[config.mk]
export PLATFORM = sky130hd
export DESIGN_NAME = irqc_vector_ctrl
export DESIGN_NICKNAME = d
export VERILOG_FILES = /design/src/rtl/irqc_pkg.sv /design/src/rtl/irqc_pending.sv /design/src/rtl/irqc_regfile.sv /design/src/rtl/irqc_arbiter.sv /design/src/rtl/irqc_vector_sel.sv /design/src/rtl/irqc_vector_ctrl.sv
export SDC_FILE = /design/constraint.sdc
export NUM_CORES = 1
export LEC_CHECK = 0
export BUFFER_PORTS_ARGS = -buffer_cell sky130_fd_sc_hd__buf_2
export CAP_MARGIN = 15
export CORE_MARGIN = 1
export CORE_UTILIZATION = 40
export DETAILED_ROUTE_END_ITERATION = 10
export PLACE_DENSITY_LB_ADDON = 0.25
export SETUP_SLACK_MARGIN = 0.1
export SLEW_MARGIN = 20
export SYNTH_ARGS = -nofsm -noshare
export SYNTH_HDL_FRONTEND = slang
export SYNTH_SLANG_ARGS = --single-unit
[constraint.sdc]
create_clock -name clk -period 29.5 [get_ports clk]
set_clock_uncertainty 0.05 [all_clocks]
set_input_delay 4.425 -clock clk [delete_from_list [all_inputs] [get_ports clk]]
set_output_delay 4.425 -clock clk [all_outputs]
set_load 0.05 [all_outputs]
[src/rtl/irqc_pkg.sv]
package irqc_pkg;

    localparam int ADDR_CTRL_BASE = 'h13;
    localparam int ADDR_MASK      = 'h36;
    localparam int ADDR_PEND      = 'h3A;
    localparam int ADDR_WDOG_VEC  = 'h42;
    localparam int ADDR_UARTA_VEC = 'h44;
    localparam int ADDR_UARTB_VEC = 'h45;

    localparam int SRC_WDOG   = 8;
    localparam int SRC_UART_A = 12;
    localparam int SRC_UART_B = 13;

    localparam logic [7:0]  VEC_UNKNOWN   = 8'h0F;
    localparam logic [7:0]  VEC_AUTO_BASE = 8'd24;
    localparam logic [4:0]  CODE_FLOOR    = 5'd4;
    localparam logic [15:0] MASK_RESET    = 16'h3FFE;
    localparam logic [7:0]  WDOG_RESET    = 8'h0F;

    typedef enum logic [0:0] {
        ST_QUIET  = 1'b0,
        ST_ACTIVE = 1'b1
    } present_e;

    typedef struct packed {
        logic       auto_vec;
        logic [4:0] code;
    } pri_t;

    function automatic logic [7:0] ctrl_reset(input int n);
        if (n <= 7)       return 8'(4 * n);
        else if (n == 8)  return 8'h1C;
        else if (n <= 11) return 8'h80;
        else              return 8'h00;
    endfunction

endpackage

[src/rtl/irqc_pending.sv]
module irqc_pending #(
    parameter int NUM_SRC = 13
) (
    input  logic               clk,
    input  logic               rst_n,
    input  logic [NUM_SRC:1]   src_in,
    output logic [NUM_SRC:1]   pend_q
);

    always_ff @(posedge clk or negedge rst_n) begin
        if (!rst_n) pend_q <= '0;
        else        pend_q <= src_in;
    end

    assert_pend_follow_R1: assert property (@(posedge clk) disable iff (!rst_n)
        1'b1 |=> (pend_q == $past(src_in)));

endmodule

[src/rtl/irqc_regfile.sv]
module irqc_regfile
    import irqc_pkg::*;
#(
    parameter int NUM_SRC = 13,
    parameter int AW      = 8,
    parameter int DW      = 16,
    parameter int RW      = 16
) (
    input  logic                   clk,
    input  logic                   rst_n,
    input  logic                   bus_we,
    input  logic [AW-1:0]          bus_addr,
    input  logic [DW-1:0]          bus_wdata,
    input  logic [RW-1:0]          pend_word,
    output logic [DW-1:0]          bus_rdata,
    output pri_t [NUM_SRC:1]       pri,
    output logic [RW-1:0]          mask_q,
    output logic [7:0]             wdog_vec_q,
    output logic [7:0]             uarta_vec_q,
    output logic [7:0]             uartb_vec_q
);

    localparam logic [AW-1:0] A_MASK  = AW'(ADDR_MASK);
    localparam logic [AW-1:0] A_PEND  = AW'(ADDR_PEND);
    localparam logic [AW-1:0] A_WDOG  = AW'(ADDR_WDOG_VEC);
    localparam logic [AW-1:0] A_UARTA = AW'(ADDR_UARTA_VEC);
    localparam logic [AW-1:0] A_UARTB = AW'(ADDR_UARTB_VEC);

    logic [NUM_SRC:1][7:0] ctrl_q;

    for (genvar g = 1; g <= NUM_SRC; g++) begin : g_ctrl
        localparam logic [AW-1:0] A_CTRL = AW'(ADDR_CTRL_BASE + g);
        always_ff @(posedge clk or negedge rst_n) begin
            if (!rst_n)                          ctrl_q[g] <= ctrl_reset(g);
            else if (bus_we && bus_addr == A_CTRL) ctrl_q[g] <= bus_wdata[7:0];
        end
        assign pri[g].auto_vec = ctrl_q[g][7];
        assign pri[g].code     = ctrl_q[g][4:0];
    end

    always_ff @(posedge clk or negedge rst_n) begin
        if (!rst_n) begin
            mask_q      <= MASK_RESET;
            wdog_vec_q  <= WDOG_RESET;
            uarta_vec_q <= 8'h00;
            uartb_vec_q <= 8'h00;
        end else if (bus_we) begin
            if (bus_addr == A_MASK)  mask_q      <= RW'(bus_wdata);
            if (bus_addr == A_WDOG)  wdog_vec_q  <= bus_wdata[7:0];
            if (bus_addr == A_UARTA) uarta_vec_q <= bus_wdata[7:0];
            if (bus_addr == A_UARTB) uartb_vec_q <= bus_wdata[7:0];
        end
    end

    always_comb begin
        bus_rdata = '0;
        for (int i = 1; i <= NUM_SRC; i++) begin
            if (bus_addr == AW'(ADDR_CTRL_BASE + i)) bus_rdata = DW'(ctrl_q[i]);
        end
        if (bus_addr == A_MASK)  bus_rdata = DW'(mask_q);
        if (bus_addr == A_PEND)  bus_rdata = DW'(pend_word);
        if (bus_addr == A_WDOG)  bus_rdata = DW'(wdog_vec_q);
        if (bus_addr == A_UARTA) bus_rdata = DW'(uarta_vec_q);
        if (bus_addr == A_UARTB) bus_rdata = DW'(uartb_vec_q);
    end

endmodule

[src/rtl/irqc_arbiter.sv]
module irqc_arbiter
    import irqc_pkg::*;
#(
    parameter int NUM_SRC = 13,
    parameter int IW      = $clog2(NUM_SRC + 1)
) (
    input  pri_t [NUM_SRC:1]   pri,
    input  logic [NUM_SRC:1]   pend,
    input  logic [NUM_SRC:1]   mask,
    output logic               win_valid,
    output logic [IW-1:0]      win_idx,
    output logic [4:0]         win_code,
    output logic [2:0]         win_level,
    output logic               win_auto
);

    logic [4:0]    best;
    logic [IW-1:0] best_idx;
    logic          best_auto;

    // Ascending scan with strict compare: the first source at the top code keeps it.
    always_comb begin
        best      = '0;
        best_idx  = '0;
        best_auto = 1'b0;
        for (int i = 1; i <= NUM_SRC; i++) begin
            if (pend[i] && !mask[i] && (pri[i].code > best)) begin
                best      = pri[i].code;
                best_idx  = IW'(i);
                best_auto = pri[i].auto_vec;
            end
        end
    end

    assign win_valid = (best >= CODE_FLOOR);
    assign win_idx   = best_idx;
    assign win_code  = best;
    assign win_level = best[4:2];
    assign win_auto  = best_auto;

endmodule

[src/rtl/irqc_vector_sel.sv]
module irqc_vector_sel
    import irqc_pkg::*;
#(
    parameter int IW = 4
) (
    input  logic          win_valid,
    input  logic [IW-1:0] win_idx,
    input  logic [2:0]    win_level,
    input  logic          win_auto,
    input  logic [7:0]    wdog_vec,
    input  logic [7:0]    uarta_vec,
    input  logic [7:0]    uartb_vec,
    output logic [2:0]    req_level,
    output logic [7:0]    req_vector
);

    always_comb begin
        req_level  = 3'd0;
        req_vector = 8'd0;
        if (win_valid) begin
            req_level = win_level;
            if (win_auto) begin
                req_vector = VEC_AUTO_BASE + {5'd0, win_level};
            end else if (win_idx == IW'(SRC_WDOG)) begin
                req_vector = wdog_vec;
            end else if (win_idx == IW'(SRC_UART_A)) begin
                req_vector = uarta_vec;
            end else if (win_idx == IW'(SRC_UART_B)) begin
                req_vector = uartb_vec;
            end else begin
                req_vector = VEC_UNKNOWN;
            end
        end
    end

endmodule

[src/rtl/irqc_vector_ctrl.sv]
module irqc_vector_ctrl
    import irqc_pkg::*;
#(
    parameter int NUM_SRC = 13,
    parameter int AW      = 8,
    parameter int DW      = 16
) (
    input  logic               clk,
    input  logic               rst_n,
    input  logic [NUM_SRC:1]   irq_src,
    input  logic               bus_we,
    input  logic [AW-1:0]      bus_addr,
    input  logic [DW-1:0]      bus_wdata,
    output logic [DW-1:0]      bus_rdata,
    output logic [2:0]         irq_level,
    output logic [7:0]         irq_vector
);

    localparam int RW = 16;
    localparam int IW = $clog2(NUM_SRC + 1);

    logic [NUM_SRC:1] pend_src;
    logic [RW-1:0]    pend_word;
    pri_t [NUM_SRC:1] pri;
    logic [RW-1:0]    mask_word;
    logic [7:0]       wdog_vec, uarta_vec, uartb_vec;
    logic             win_valid, win_auto;
    logic [IW-1:0]    win_idx;
    logic [4:0]       win_code;
    logic [2:0]       win_level, req_level;
    logic [7:0]       req_vector;
    present_e         state_q, state_d;

    irqc_pending #(.NUM_SRC(NUM_SRC)) u_pending (
        .clk(clk), .rst_n(rst_n), .src_in(irq_src), .pend_q(pend_src)
    );

    assign pend_word = RW'({pend_src, 1'b0});

    irqc_regfile #(.NUM_SRC(NUM_SRC), .AW(AW), .DW(DW), .RW(RW)) u_regs (
        .clk(clk), .rst_n(rst_n), .bus_we(bus_we), .bus_addr(bus_addr),
        .bus_wdata(bus_wdata), .pend_word(pend_word), .bus_rdata(bus_rdata),
        .pri(pri), .mask_q(mask_word), .wdog_vec_q(wdog_vec),
        .uarta_vec_q(uarta_vec), .uartb_vec_q(uartb_vec)
    );

    irqc_arbiter #(.NUM_SRC(NUM_SRC), .IW(IW)) u_arb (
        .pri(pri), .pend(pend_src), .mask(mask_word[NUM_SRC:1]),
        .win_valid(win_valid), .win_idx(win_idx), .win_code(win_code),
        .win_level(win_level), .win_auto(win_auto)
    );

    irqc_vector_sel #(.IW(IW)) u_vsel (
        .win_valid(win_valid), .win_idx(win_idx), .win_level(win_level),
        .win_auto(win_auto), .wdog_vec(wdog_vec), .uarta_vec(uarta_vec),
        .uartb_vec(uartb_vec), .req_level(req_level), .req_vector(req_vector)
    );

    // Presentation state machine: TR_RAISE, TR_RESELECT, TR_DROP.
    always_comb begin
        state_d = state_q;
        unique case (state_q)
            ST_QUIET:  state_d = win_valid ? ST_ACTIVE : ST_QUIET;
            ST_ACTIVE: state_d = win_valid ? ST_ACTIVE : ST_QUIET;
        endcase
    end

    always_ff @(posedge clk or negedge rst_n) begin
        if (!rst_n) state_q <= ST_QUIET;
        else        state_q <= state_d;
    end

    always_ff @(posedge clk or negedge rst_n) begin
        if (!rst_n) begin
            irq_level  <= 3'd0;
            irq_vector <= 8'd0;
        end else if (state_d == ST_ACTIVE) begin
            irq_level  <= req_level;
            irq_vector <= req_vector;
        end else begin
            irq_level  <= 3'd0;
            irq_vector <= 8'd0;
        end
    end

    assert_win_active_R2: assert property (@(posedge clk) disable iff (!rst_n)
        win_valid |-> (pend_word[win_idx] && !mask_word[win_idx]));

    assert_win_floor_R4: assert property (@(posedge clk) disable iff (!rst_n)
        win_valid |-> (win_code >= CODE_FLOOR));

    assert_quiet_zero_R4: assert property (@(posedge clk) disable iff (!rst_n)
        (irq_level == 3'd0) |-> (irq_vector == 8'd0));

    assert_state_level_R11: assert property (@(posedge clk) disable iff (!rst_n)
        (state_q == ST_ACTIVE) == (irq_level != 3'd0));

    assert_level_only_regs_R12: assert property (@(posedge clk) disable iff (!rst_n)
        ($stable(pend_src) && $stable(mask_word) && $stable(pri)) |=> $stable(irq_level));

endmodule

==> flow_summary.yaml <==
worst_setup_path:
  critical-path-max-stage-delay_ns: 0.65
  path_common_cell: "ha_1"
  path_class: "flip-flop to flip-flop"
  end_kind: "flip-flop"
  r2r-start: "u_regs.mask_q[1]"
  crit_path_start_kind: "flip-flop"
  cp_data_arrival_time_ns: 23.85
  critPathBufInv: 10
  startpoint: "u_regs.mask_q[1]"
  required_ns: 29.78
  crit_fanout: 25
  critPathTopFamily: "compound AO/OA/AOI/OAI gates"
  slowest_stage: "a221oi_2"
pwr:
  leakagePower_nw: 5.54
  power.total_w: 0.00138
  p_seq_frac: 0.192
  irDropWorstVdd_mv: 0.0980
  p_per_area_nw_per_um2: 114
  switchingPower_w: 0.000653
  p_clk_frac: 0.164
  combPwrFrac: 0.643
  p_sw_frac: 0.472
  intPower_w: 0.000731
final_layout:
  antennaDiodeCount: 0
  seq_area_um2: 4250
  fin_util: 0.454
  drive_gt1_frac: 0.307
  final_common_cell: "mux2_2"
  final.fill_count: 2511
  nets: 1202
  multi_input_area_um2: 6250
  fin_cells: 1473
  final_cell_mix: "mux2_2, dfrtp_1, nand2_1"
  area_delta_synth_final_pct: 11.7
global_routing:
  grt_max_degree: 59
  met2_usage: 0.380
  grt_pass1_wl_mm: 50.2
  grt_util_met3: 0.0295
  grt_util_met1: 0.319
  grt_pass1_vias: 8614
  top_usage_layer: "met2"
  grt-ovfl-total: 0
  antenna_found_initial: 0
  grt_use_total: 0.234
placement:
  dpl.hpwl_mm: 23.3
  placedCellCount: 1441
  place_congestion: 0.860
  portBuffers: 66
yosys:
  syn_avg_cell_area_um2: 10.2
  synth-simple-area-share: 0.144
  synth_ff_type: "dfrtp_1"
  synthCells: 1065
  ys_seq_area_frac: 0.390
  synth_edf_count: 0
  synth_top_cell_by_area: "dfrtp_1"
  synth-compound-area-share: 0.178
  synthMuxAreaShare: 0.194
  synth.distinct_cells: 99
  synth_xor_area_frac: 0.00632
  yosysWarnings: 0
  synth_top_area_frac: 0.306
  synth_nets: 1148
  ys_top_cells_by_area: "dfrtp_1, mux2_2, dfstp_2"
  syn_area_um2: 10900
  async_flop_share: 1.00
  synthAdderAreaFrac: 0.0504
  ys_ff_latch: 168
  synth_top_family_by_area: "multiplexers"
drt:
  routed_wl_mm: 31.7
  vias: 8802
  drt_first_iter_violations: 681
  wl_per_cell_um: 21.5
  via_per_inst: 5.98
  ant_nets: 0
  first_pass_iters: 6
  route.detailed.drc: 0
timing:
  worst-slew-pin-transition_ns: 1.17
  finalSetupViolCount: 0
  fmax_mhz: 42.4
  finalSetupTns_ns: 0
  period_needed_ns: 23.57
  rsz0062_at_grt: "false"
  drv_slew: 0
  hold_violations: 0
  timing.final.crit_share: 0.799
  max_slew_margin: 0.217
die:
  die_w_um: 167
  fp-row-count: 60
  coreArea_um2: 26800
  dieArea_um2: 27900
  io_pins: 67
  die_h_um: 167
  start_util: 0.406
cts:
  cts.repair.resized: 0
  clockRootBuffer: "clkbuf_16"
  clockBufferDepth: 2
  cts_buffers: 17
  hold_buffers: 0
  clk_latency_ns: 0.44
  clk_pin_slew_worst_paths_ns: 0.08
  numClockSinks: 168
  post_cts_buffers: 0
  h-tree-depth: 4
  cts_tree: "done"
min_path:
  hold_start: "u_regs.mask_q[15]"
  hold_class: "flip-flop to flip-flop"
run:
  cap_violations: 0
status:
  outcome: "complete, no violations"
==> through the flow <==
stage                     cell area [um^2]  setup slack (ns)  hold WS (ns)
after floorplan                      10900              8.61         0.421
after global placement               11600              6.89         0.428
after detailed placement             11600              6.16         0.435
after CTS                            12200              6.11         0.454
after global routing                 12200              4.00         0.473
final                                12200              5.93         0.449
==> cell type report <==
| type | instances | share of cell area |
|---|---|---|
| Tap cell | 341 | 0.0351 |
| Clock inverter | 15 | 0.0147 |
| Sequential cell | 168 | 0.349 |
| Clock buffer | 17 | 0.0350 |
| Inverter | 62 | 0.0191 |
| Multi-Input combinational cell | 796 | 0.514 |
| Timing Repair Buffer | 74 | 0.0326 |
==> worst paths after layout <==
kind,end,slack [ns],depth (start not counted)
min reg2reg,u_regs.mask_q[15],0.45,1
max in group asynchronous,u_regs.ctrl_q[69],24.34,2
max reg2reg,irq_vector[4],5.93,108
min in group asynchronous,u_regs.mask_q[15],3.86,1
max,irq_vector[4],5.93,108
min,u_regs.mask_q[15],0.45,1
==> synthesized netlist by cell type (4+ instances only) <==
master / count
mux2_2: 158
dfrtp_1: 133
nand2_1: 81
inv_1: 61
a21oi_1: 60
nor2_1: 58
ha_1: 43
o21ai_0: 40
dfstp_2: 35
clkbuf_1: 31
mux2i_1: 25
nor2b_1: 23
and2_1: 19
nand3_1: 19
nand2b_1: 18
a22oi_1: 17
nor3_1: 17
a22o_1: 16
nand4_1: 13
a31oi_1: 11
a211oi_1: 10
a222oi_1: 10
a221oi_1: 9
a21o_1: 7
o211ai_1: 7
and3_1: 6
and4_1: 6
o21a_1: 6
a31o_2: 5
o2111ai_1: 5
o221ai_1: 5
o22ai_1: 5
xnor2_1: 5
nor3b_1: 4
nor4b_1: 4
o211a_1: 4
==> routing by layer <==
layer | wire (um) | up-vias
met2 | 14900 | 270
met4 | 880 | 0
met5 | 0 | -
li1 | - | 4106
met1 | 14400 | 4379
met3 | 1550 | 47
==> sequential cells by signal, summed over array words and instances (netlist names) <==
signal and count:
u_regs.uarta_vec_q 8, u_regs.pri 78, irq_vector 8, irq_level 3, u_pending.pend_q 13, u_regs.mask_q 16
u_regs.ctrl_q 26, u_regs.wdog_vec_q 8, u_regs.uartb_vec_q 8
==> kinds of logic after synthesis <==
group / Yosys count
simple gates: 299
compound gates: 259
mux: 187
flops: 168
buf+inv: 101
fa+ha+maj: 44
xor+xnor: 7
==> power by group through the flow <==
stage | sequential, W | combinational (W) | clock [W]
2_1_floorplan | 0.000282 | 0.000700 | 0
3_3_place_gp | 0.000270 | 0.000870 | 0
3_5_place_dp | 0.000270 | 0.000887 | 0
4_1_cts | 0.000266 | 0.000891 | 0.000232
5_1_grt | 0.000268 | 0.000995 | 0.000242
6_report | 0.000267 | 0.000891 | 0.000228
Power figures use the tool's default switching activity.
